`config.mk`:
```
export PLATFORM = sky130hd
export DESIGN_NAME = acc_regbank
export DESIGN_NICKNAME = d
export VERILOG_FILES = /design/src/rtl/acc_regbank.sv
export SDC_FILE = /design/constraint.sdc
export NUM_CORES = 1
export LEC_CHECK = 0
export BUFFER_PORTS_ARGS = -buffer_cell sky130_fd_sc_hd__buf_4
export CORE_ASPECT_RATIO = 1.2
export CORE_MARGIN = 10
export CORE_UTILIZATION = 39
export DETAILED_ROUTE_END_ITERATION = 6
export PLACE_DENSITY = 0.86
export SYNTH_ARGS = -nofsm -noshare
export SYNTH_HDL_FRONTEND = slang
export SYNTH_SLANG_ARGS = --single-unit
export TNS_END_PERCENT = 20
```
`constraint.sdc`:
```
create_clock -name clk -period 1.3 [get_ports clk]
set_clock_uncertainty 0.05 [all_clocks]
set_input_delay 0.065 -clock clk [delete_from_list [all_inputs] [get_ports clk]]
set_output_delay 0.065 -clock clk [all_outputs]
set_load 0.02 [all_outputs]
```
`src/rtl/acc_regbank.sv`:
```
module acc_regbank #(
  parameter int NUM_REGS = 6,
  parameter int DATA_W = 8,
  parameter int ADDR_W = 5,
  parameter logic [NUM_REGS*ADDR_W-1:0] ADDR_TABLE =
    {5'd16, 5'd10, 5'd9, 5'd4, 5'd3, 5'd0},
  parameter logic [NUM_REGS*DATA_W*3-1:0] MODE_TABLE =
    {24'hB6DB6D, 24'hA00249, 24'h249249, 24'h924924, 24'h4926DB, 24'h249249}
) (
  input  logic                       clk,
  input  logic                       rst,
  input  logic [ADDR_W-1:0]          cpu_addr,
  input  logic [DATA_W-1:0]          cpu_wdata,
  input  logic                       cpu_wr,
  input  logic                       cpu_rd,
  output logic [DATA_W-1:0]          cpu_rdata,
  input  logic [NUM_REGS-1:0]        upd_en,
  input  logic [NUM_REGS*DATA_W-1:0] upd_data,
  input  logic [NUM_REGS*DATA_W-1:0] live_in,
  output logic [NUM_REGS*DATA_W-1:0] regs_out
);
  localparam int VEC_W = NUM_REGS*DATA_W;
  localparam logic [2:0] MD_UNUSED = 3'd0;
  localparam logic [2:0] MD_RW     = 3'd1;
  localparam logic [2:0] MD_COR    = 3'd2;
  localparam logic [2:0] MD_RO     = 3'd3;
  localparam logic [2:0] MD_WO     = 3'd4;
  localparam logic [2:0] MD_PASS   = 3'd5;

  logic [NUM_REGS-1:0] hit;
  logic [VEC_W-1:0]    rd_view;
  logic [DATA_W-1:0]   rd_mux;

  for (genvar i = 0; i < NUM_REGS; i++) begin : g_reg
    assign hit[i] = (cpu_addr == ADDR_TABLE[i*ADDR_W +: ADDR_W]);

    for (genvar b = 0; b < DATA_W; b++) begin : g_bit
      localparam int K = i*DATA_W + b;
      localparam logic [2:0] M = MODE_TABLE[K*3 +: 3];
      localparam bit CPU_WE = (M == MD_RW) || (M == MD_WO);
      localparam bit CLR_RD = (M == MD_COR);

      if (M == MD_RW || M == MD_COR || M == MD_RO || M == MD_WO) begin : g_st
        logic q;
        logic unused_live;
        assign unused_live = live_in[K];

        always_ff @(posedge clk) begin
          if (rst)                              q <= 1'b0;
          else if (upd_en[i])                   q <= upd_data[K];
          else if (CPU_WE && cpu_wr && hit[i])  q <= cpu_wdata[b];
          else if (CLR_RD && cpu_rd && hit[i])  q <= 1'b0;
        end

        assign regs_out[K] = q;
        assign rd_view[K]  = (M == MD_WO) ? 1'b0 : q;

        AST_UPD_LOADS: assert property (@(posedge clk) disable iff (rst)
          upd_en[i] |=> (q == $past(upd_data[K])));

        if (M == MD_RW) begin : g_rw_chk
          AST_RW_WRITES: assert property (@(posedge clk) disable iff (rst)
            (cpu_wr && hit[i] && !upd_en[i]) |=> (q == $past(cpu_wdata[b])));
        end
        if (M == MD_RO) begin : g_ro_chk
          AST_RO_HOLDS: assert property (@(posedge clk) disable iff (rst)
            (cpu_wr && hit[i] && !upd_en[i]) |=> $stable(q));
        end
        if (M == MD_COR) begin : g_cor_chk
          AST_COR_CLEARS: assert property (@(posedge clk) disable iff (rst)
            (cpu_rd && hit[i] && !upd_en[i]) |=> !q);
        end
      end else if (M == MD_PASS) begin : g_pass
        logic unused_upd;
        assign unused_upd   = upd_data[K];
        assign regs_out[K]  = live_in[K];
        assign rd_view[K]   = live_in[K];
      end else begin : g_none
        logic unused_both;
        assign unused_both  = upd_data[K] ^ live_in[K];
        assign regs_out[K]  = 1'b0;
        assign rd_view[K]   = 1'b0;
      end
    end
  end

  always_comb begin
    rd_mux = '0;
    for (int i = 0; i < NUM_REGS; i++)
      if (hit[i]) rd_mux = rd_mux | rd_view[i*DATA_W +: DATA_W];
  end

  always_ff @(posedge clk) begin
    if (rst)         cpu_rdata <= '0;
    else if (cpu_rd) cpu_rdata <= rd_mux;
  end

  AST_HIT_UNIQUE: assert property (@(posedge clk) disable iff (rst)
    $onehot0(hit));
  AST_MISS_ZERO: assert property (@(posedge clk) disable iff (rst)
    (cpu_rd && (hit == '0)) |=> (cpu_rdata == '0));
  AST_RDATA_HOLD: assert property (@(posedge clk) disable iff (rst)
    !cpu_rd |=> $stable(cpu_rdata));
endmodule

```
==> results_dict.tcl, run 1 <==
set metrics [dict create \
    status "finished with violations" \
    violations "negative hold slack" \
    core_um2 6900 \
    dp_hpwl_mm 7.39 \
    nNetsFinal 555 \
    clock_sinks 44 \
    worstSetupEndpointType "flip-flop" \
    critPathLaunchType "primary input" \
    netlist_top_cells_count "49 x buf_4, 44 x dfxtp_1, 38 x nand3_1" \
    hold_buffers 19 \
    numCtsBuffers 5 \
    utilization 0.547 \
    die_y_um 113 \
    cts-root-buf "clkbuf_8" \
    gp_congestion 0.853 \
    drc 0 \
    clock_path_buffers 2 \
    ys_warn_count 0 \
    die-area_um2 11000 \
    setup_viol 0 \
    totalPowerFinal_mw 3.31 \
    synth-edff-count 0 \
    avgSynthCellArea_um2 8.07 \
    clk_pin_slew_ns 0.09 \
    rsz0062_at_grt "false" \
    pin_count 175 \
    dpl.cell_count 497 \
    row_count 33 \
    synth.most_common_cell "buf_4" \
    tritoncts "done" \
    yosys.area.top_type "dfxtp_1" \
    initial_core_util 0.405 \
    ys_seq_area_frac 0.316 \
    cts-htree-levels 2 \
    timing_worst_setup_path_type "in2reg" \
    post-route-period-util 0.867 \
    routed-via-count 2915 \
    syn_inst 346 \
    async_flop_share 0 \
    ys.flop_type "dfxtp_1" \
    first_global_vias 3054 \
    slew_violations 0 \
    wl_mm 9.70 \
    grt.total_usage 0.164 \
    worst_skew_pair.late_latency_ns 0.30 \
    drive_gt1_frac 0.357 \
    irDropWorstVdd_mv 0.856 \
    power_leakage_nw 1.62 \
    period_needed_ns 1.13 \
    synth.area.top_cells "dfxtp_1 32%, buf_4 13%, a311oi_1 8.8%" \
    antenna_found_initial 0 \
    fin_cells 524 \
    drt_first_pass_iters 5 \
    diodes 0 \
    syn2layout_area_growth_pct 35.2 \
    finalHoldViolations 1 \
    arrival_ns 1.24 \
    fmax_mhz 887 \
    synth_top_area_share 0.316 \
    critPathRequiredTime_ns 1.41 \
    cts_resized 0 \
    drv_cap 0 \
    ant_nets 0 \
    viasPerCell 5.56 \
    min_path_type "in2reg" \
    power_density_nw_per_um2 877 \
    io_buffer_count 119 \
    drtIter0Drc 281 \
    die_w_um 97.2 \
    grt_max_degree 42 \
    cp_max_fo 16 \
    holdWs_ns -0.00318 \
    grt_pass1_wl_mm 15.3 \
    gr-total-overflow 0 \
    post_cts_buffers 0 \
    synthesis.area_um2 2790 \
    yosysUniqueCellTypes 37 \
    ys_seq_elements 44 \
    wl_per_cell_um 18.5 \
]
-- cells in the final DEF, fill, tap and decap left out, drive strengths merged, types with 2 or more instances in the layout --
master	count
nor2	33
dlygate4sd3	19
mux2i	4
o21bai	8
nand2	5
a21oi	4
o21ai	40
inv	8
a311oi	28
conb	3
nor3b	9
dfxtp	44
and3b	11
nor2b	3
clkinv	3
buf	140
nand3	38
and3	7
nand2b	2
a41oi	8
clkbuf	5
a311o	4
-- sequential cells by signal, indices dropped and copies added (netlist names) --
register        flops
g.g_bit.g_st.q     36
cpu_rdata           8
-- metal layers --
metal / vias up / GRT usage / routed length (um)
met3: 19 / 0.0497 / 822
met5: - / 0 / 0
li1: 1391 / - / -
met2: 152 / 0.291 / 4850
met1: 1353 / 0.185 / 3850
met4: 0 / 0.0476 / 175
-- logic make-up (layout without fill, tap and decap cells) --
family          count (synthesis)  after routing  synth area share
simple gates                  118            118             0.247
compound gates                 92             92             0.228
buf+inv                        86            175             0.190
flops                          44             44             0.316
mux                             5              5            0.0184
other cells                     1              3           0.00134
-- per-stage QoR --
stage	worst slack (ns)	cell area, um2	setup TNS (ns)
floorplan	0.00594	2800	0
global placement	-0.0712	3500	-1.05
detailed placement	-0.125	3500	-2.44
CTS	0.190	3770	0
global route	0.0870	3770	0
finish	0.173	3770	0
-- worst paths after layout --
path | from | endpoint | slack, ns | cells past startpoint
setup / recovery | cpu_addr[1] | g_reg[0].g_bit[6].g_st.q | 0.17 | 5
hold / removal | upd_data[22] | g_reg[2].g_bit[6].g_st.q | -0.003 | 3
setup reg to reg | g_reg[3].g_bit[5].g_st.q | cpu_rdata[5] | 0.18 | 3
hold reg to reg | g_reg[2].g_bit[6].g_st.q | g_reg[2].g_bit[6].g_st.q | 0.46 | 2
-- final cells by class --
class                           count  area [um2]
Clock buffer                        5        68.8
Multi-Input combinational cell    218        1390
Tap cell                           87         109
Timing Repair Buffer              159        1280
Inverter                            8        30.0
Clock inverter                      3        18.8
Fill cell                         632        3120
Sequential cell                    44         881
-- critical path, cell delays in order --
cell and delay, ns:
buf_4 0.12, or4b_1 0.51, buf_4 0.21, o21ai_0 0.20, a311oi_1 0.12
-- power breakdown --
group          leakage, nW  internal, mW  switching (mW)  total [mW]
clock network       0.0479         0.375           0.497       0.873
registers            0.365          1.44          0.0674        1.50
logic                 1.21         0.452           0.480       0.931
Power figures use the tool's default switching activity.
==> run 2, diff against run 1 <==
Settings changed: CORE_ASPECT_RATIO 1.2 to 0.7, MAX_ROUTING_LAYER set to met4.
==> run 2 against run 1 <==
Compared with the run above: the run still ends with negative hold slack left; critical path depth is the same; clock power down 3.8%; total power fell by 0.90%; wire length rose by 1.1%; combinational power hardly changed; flip-flop and latch count stayed put; largest cell class unchanged; largest power group unchanged; highest routed layer unchanged.
==> results_dict.tcl, run 2 (synthesized netlist as in run 1, its figures left out) <==
set metrics [dict create \
    status "finished with violations" \
    violations "negative hold slack" \
    arrival_ns 1.26 \
    nNetsFinal 557 \
    die_y_um 90.8 \
    cts_resized 0 \
    largest_reg_flops 36 \
    die_w_um 121 \
    fin_ws_ns 0.155 \
    timing_worst_setup_path_type "in2reg" \
    cp_max_fo 16 \
    power_density_nw_per_um2 866 \
    syn2layout_area_growth_pct 35.5 \
    cpMaxStageDelayCell "or4b_1" \
    clock_sinks 44 \
    row_count 25 \
    critPathRequiredTime_ns 1.41 \
    fin_cells 532 \
    antenna_found_initial 0 \
    gr-total-overflow 0 \
    numCtsBuffers 5 \
    wl_per_cell_um 18.4 \
    grt_max_degree 41 \
    ant_nets 0 \
    drt_first_pass_iters 4 \
    reg.largest.list "g.g_bit.g_st.q x36, cpu_rdata x8" \
    r2r_slack_ns 0.20 \
    gp_congestion 0.897 \
    diodes 0 \
    worst_skew_pair.late_latency_ns 0.30 \
    core_um2 6850 \
    rsz0062_at_grt "false" \
    drv_cap 0 \
    holdWs_ns -0.00386 \
    power_leakage_nw 1.62 \
    setup_viol 0 \
    grt_pass1_wl_mm 15.0 \
    wl_mm 9.81 \
    period_needed_ns 1.15 \
    critPathMaxStageDelay_ns 0.52 \
    drtIter0Drc 211 \
    final_area_um2 3780 \
    irDropWorstVdd_mv 0.365 \
    dpl-instance-area_um2 3490 \
    post-place-ws_ns -0.131 \
    grt.total_usage 0.172 \
    viasPerCell 5.41 \
    routed-via-count 2879 \
    hold_buffers 20 \
    crit_chain "buf_4, or4b_1, buf_4, o21ai_0, a311oi_1" \
    cts-htree-levels 2 \
    crit_path_frequent_cell "buf_4" \
    post-route-period-util 0.881 \
    finalHoldViolations 2 \
    regMostFlops "g.g_bit.g_st.q" \
    first_global_vias 2831 \
    min_path_type "in2reg" \
    dpl.cell_count 504 \
    initial_core_util 0.407 \
    slew_violations 0 \
    totalPowerFinal_mw 3.28 \
    final_cell_mix "138 x buf_4, 44 x dfxtp_1, 38 x nand3_1" \
    drc 0 \
    drive_gt1_frac 0.354 \
    io_buffer_count 119 \
    clock_path_buffers 2 \
    dp_hpwl_mm 7.73 \
    post_cts_buffers 0 \
    fmax_mhz 873 \
    worstSetupEndpointType "flip-flop" \
    pin_count 175 \
    die-area_um2 11000 \
    tritoncts "done" \
    clk_pin_slew_ns 0.09 \
    critPathLaunchType "primary input" \
    final_common_cell "buf_4" \
    cts-root-buf "clkbuf_8" \
]
## run 2: changes by cell type in the layout (fill, tap and decap cells not counted), sizes merged
cell and delta:
clkinvlp +1, dlygate4sd3 +2, clkinv -2
## run 2: layer usage
| layer | vias up | wire (um) | global-route usage |
|---|---|---|---|
| met3 | 8 | 851 | 0.0550 |
| met2 | 109 | 4410 | 0.262 |
| met1 | 1371 | 4460 | 0.219 |
| li1 | 1391 | - | - |
| met4 | 0 | 80 | 0.0271 |
| met5 | - | 0 | - |
## run 2: final timing paths
| kind | depth (start not counted) | endpoint | start |
|---|---|---|---|
| max reg2reg | 3 | cpu_rdata[3] | g_reg[4].g_bit[3].g_st.q |
| min | 3 | g_reg[0].g_bit[4].g_st.q | upd_data[4] |
| max | 5 | g_reg[2].g_bit[1].g_st.q | cpu_addr[1] |
| min reg2reg | 2 | g_reg[2].g_bit[4].g_st.q | g_reg[2].g_bit[4].g_st.q |
## run 2: area by class of cell
class,count,area (um2)
multi-input cells,218,1390
clock buffers,5,68.8
repair buffers,161,1290
clock inverters,2,12.5
fillers,625,3070
inverters,8,30.0
well taps,94,118
flip-flops and latches,44,881
## run 2: where the power goes
| part | internal, mW | leakage [nW] | switching (mW) |
|---|---|---|---|
| Sequential | 1.44 | 0.365 | 0.0703 |
| Combinational | 0.452 | 1.21 | 0.479 |
| Clock | 0.364 | 0.0400 | 0.476 |
| Total | 2.25 | 1.62 | 1.03 |
## run 2: critical path: cells and delay by family
family,cells,cell delay (ns)
buf+inv,2,0.33
simple gates,1,0.52
compound gates,2,0.34
## run 2: stage by stage
| stage | hold WS, ns | util | TNS, ns |
|---|---|---|---|
| 5_1_grt | 0.00613 | 0.552 | 0 |
| 2_1_floorplan | 0.160 | - | 0 |
| 6_report | -0.00386 | 0.552 | 0 |
| 4_1_cts | 0.00184 | 0.551 | 0 |
| 3_5_place_dp | 0.261 | 0.510 | -1.90 |
| 3_3_place_gp | 0.259 | 0.510 | -1.07 |
==> run 3, diff against run 2 <==
Settings changed: CELL_PAD_IN_SITES_DETAIL_PLACEMENT set to 0, CELL_PAD_IN_SITES_GLOBAL_PLACEMENT set to 1, CORE_UTILIZATION 39 to 26, PLACE_DENSITY 0.86 to 0.85.
==> run 3 against run 2 <==
Compared with the run above: the run now ends clean; sequential share of layout area decreased by 0.14 points; sequential power about the same; wire length increased by 7.2%; utilization decreased by 19 points; critical path depth decreased by 1; worst hold slack improved by 0.0061 ns; die area increased by 40%; non-clock buffer count decreased by 9; flip-flop and latch count unchanged; clock power increased by 71%; critical endpoint is now cpu_rdata[4].
==> results_dict.tcl, run 3 (synthesized netlist as in run 1, its figures left out) <==
set metrics [dict create \
    power_density_nw_per_um2 1010 \
    r2r-end "cpu_rdata[4]" \
    nNetsFinal 548 \
    final_cell_mix "141 x buf_4, 44 x dfxtp_1, 38 x nand3_1" \
    critPathMaxStageDelay_ns 0.36 \
    pin_count 175 \
    period_needed_ns 1.17 \
    largest_reg_flops 36 \
    n_fill_cell 1090 \
    status "finished, final reports clean" \
    ff_latch_area_um2 881 \
    clock_sinks 44 \
    r2r_slack_ns 0.13 \
    die-area_um2 15300 \
    numCtsBuffers 5 \
    finalHoldViolations 0 \
    final_area_um2 3810 \
    crit_buf_inv 1 \
    drtIter0Drc 161 \
    drt_first_pass_iters 4 \
    cpMaxStageDelayCell "dfxtp_1" \
    drive_gt1_frac 0.365 \
    power_leakage_nw 1.62 \
    cts-root-buf "clkbuf_16" \
    cts-htree-levels 2 \
    grt_max_degree 37 \
    routed-via-count 2803 \
    finalSetupTns_ns 0 \
    final_common_cell "buf_4" \
    viasPerCell 4.99 \
    drc 0 \
    reg.largest.list "g.g_bit.g_st.q x36, cpu_rdata x8" \
    wl_mm 10.5 \
    gp_congestion 0.881 \
    post-route-period-util 0.901 \
    crit_cells 4 \
    holdWs_ns 0.00225 \
    syn2layout_area_growth_pct 36.4 \
    cp-startpoint "g_reg[3].g_bit[4].g_st.q" \
    post_cts_buffers 0 \
    first_global_vias 2805 \
    worst_skew_pair.late_latency_ns 0.29 \
    gr-total-overflow 0 \
    clk_pin_slew_ns 0.06 \
    ant_nets 0 \
    timing_worst_setup_path_type "reg2reg" \
    fin_ws_ns 0.129 \
    rsz0062_at_grt "false" \
    drv_cap 0 \
    die_w_um 144 \
    clock_path_buffers 2 \
    dp_hpwl_mm 8.54 \
    arrival_ns 1.28 \
    cp-endpoint "cpu_rdata[4]" \
    antenna_found_initial 0 \
    cp_max_fo 3 \
    die_y_um 107 \
    crit_chain "and3_1, o21ai_0, buf_4, a41oi_1" \
    path_delay_family "flip-flops" \
    regMostFlops "g.g_bit.g_st.q" \
    fmax_mhz 854 \
    multi_input_area_um2 1390 \
    slew_violations 0 \
    totalPowerFinal_mw 3.86 \
    worstSetupEndpointType "flip-flop" \
    irDropWorstVdd_mv 0.543 \
    tritoncts "done" \
    critPathLaunchType "flip-flop" \
    row_count 31 \
    grt.total_usage 0.134 \
    post-place-ws_ns -0.158 \
    diodes 0 \
    min_path_type "in2reg" \
    core_um2 10400 \
    initial_core_util 0.269 \
    dpl-instance-area_um2 3540 \
    setup_viol 0 \
    rr_startpoint "g_reg[3].g_bit[4].g_st.q" \
    wl_per_cell_um 18.7 \
    critPathRequiredTime_ns 1.41 \
    worstRegToRegCells 4 \
    grt_pass1_wl_mm 15.6 \
    io_buffer_count 119 \
]
[run 3: cell count changes in the layout (fill, tap and decap cells not counted), moves of 3 or more]
cell,change
buf_4,+3
clkbuf_8,-5
dlygate4sd3_1,-11
clkbuf_16,+5
[run 3: where the power goes]
| group | switching (mW) | leakage [nW] | internal (mW) | total (mW) |
|---|---|---|---|---|
| Sequential | 0.0683 | 0.365 | 1.44 | 1.51 |
| Combinational | 0.476 | 1.17 | 0.428 | 0.904 |
| Clock | 0.540 | 0.0808 | 0.904 | 1.44 |
| Total | 1.08 | 1.62 | 2.77 | 3.86 |
[run 3: area by class of cell]
cell class / instances / area share
Multi-Input combinational cell: 218 / 0.365
Timing Repair Buffer: 152 / 0.310
Sequential cell: 44 / 0.231
Tap cell: 132 / 0.0434
Clock buffer: 6 / 0.0339
Clock inverter: 2 / 0.00920
Inverter: 8 / 0.00789
[run 3: metrics by stage]
step	instances	utilization
finish	562	0.366
global route	562	0.366
CTS	562	0.366
detailed placement	544	0.341
global placement	544	0.341
floorplan	348	-
[run 3: repair_timing]
item	4_1_cts	5_1_grt
endpoints found under the setup margin	0	0
resized for setup	0	0
hold endpoints to repair	10	0
hold buffers	10	0
[run 3: routing by layer]
layer / vias up / part of all wire / track usage
met5: - / 0 / -
met4: 0 / 0.0067 / 0.0262
met3: 9 / 0.10 / 0.0498
met2: 111 / 0.42 / 0.189
met1: 1300 / 0.47 / 0.180
li1: 1383 / - / -
[run 3: worst min-delay path by stage]
stage	start	endpoint	slack, ns	cells after the start
CTS	upd_data[17]	g_reg[2].g_bit[1].g_st.q	0.002	3
global route	upd_data[2]	g_reg[0].g_bit[2].g_st.q	0.008	3
detailed placement	upd_data[11]	g_reg[1].g_bit[3].g_st.q	0.27	3
global placement	upd_data[8]	g_reg[1].g_bit[0].g_st.q	0.26	3
finish	upd_data[17]	g_reg[2].g_bit[1].g_st.q	0.002	3
floorplan	upd_data[12]	g_reg[1].g_bit[4].g_st.q	0.16	2
[run 3: worst reg2reg max path, delay by kind of cell (launching register included)]
kind | cells | cell delay (ns)
AO/OA/AOI/OAI | 2 | 0.32
buffers and inverters | 1 | 0.16
flip-flops | 1 | 0.36
AND/OR/NAND/NOR | 1 | 0.16
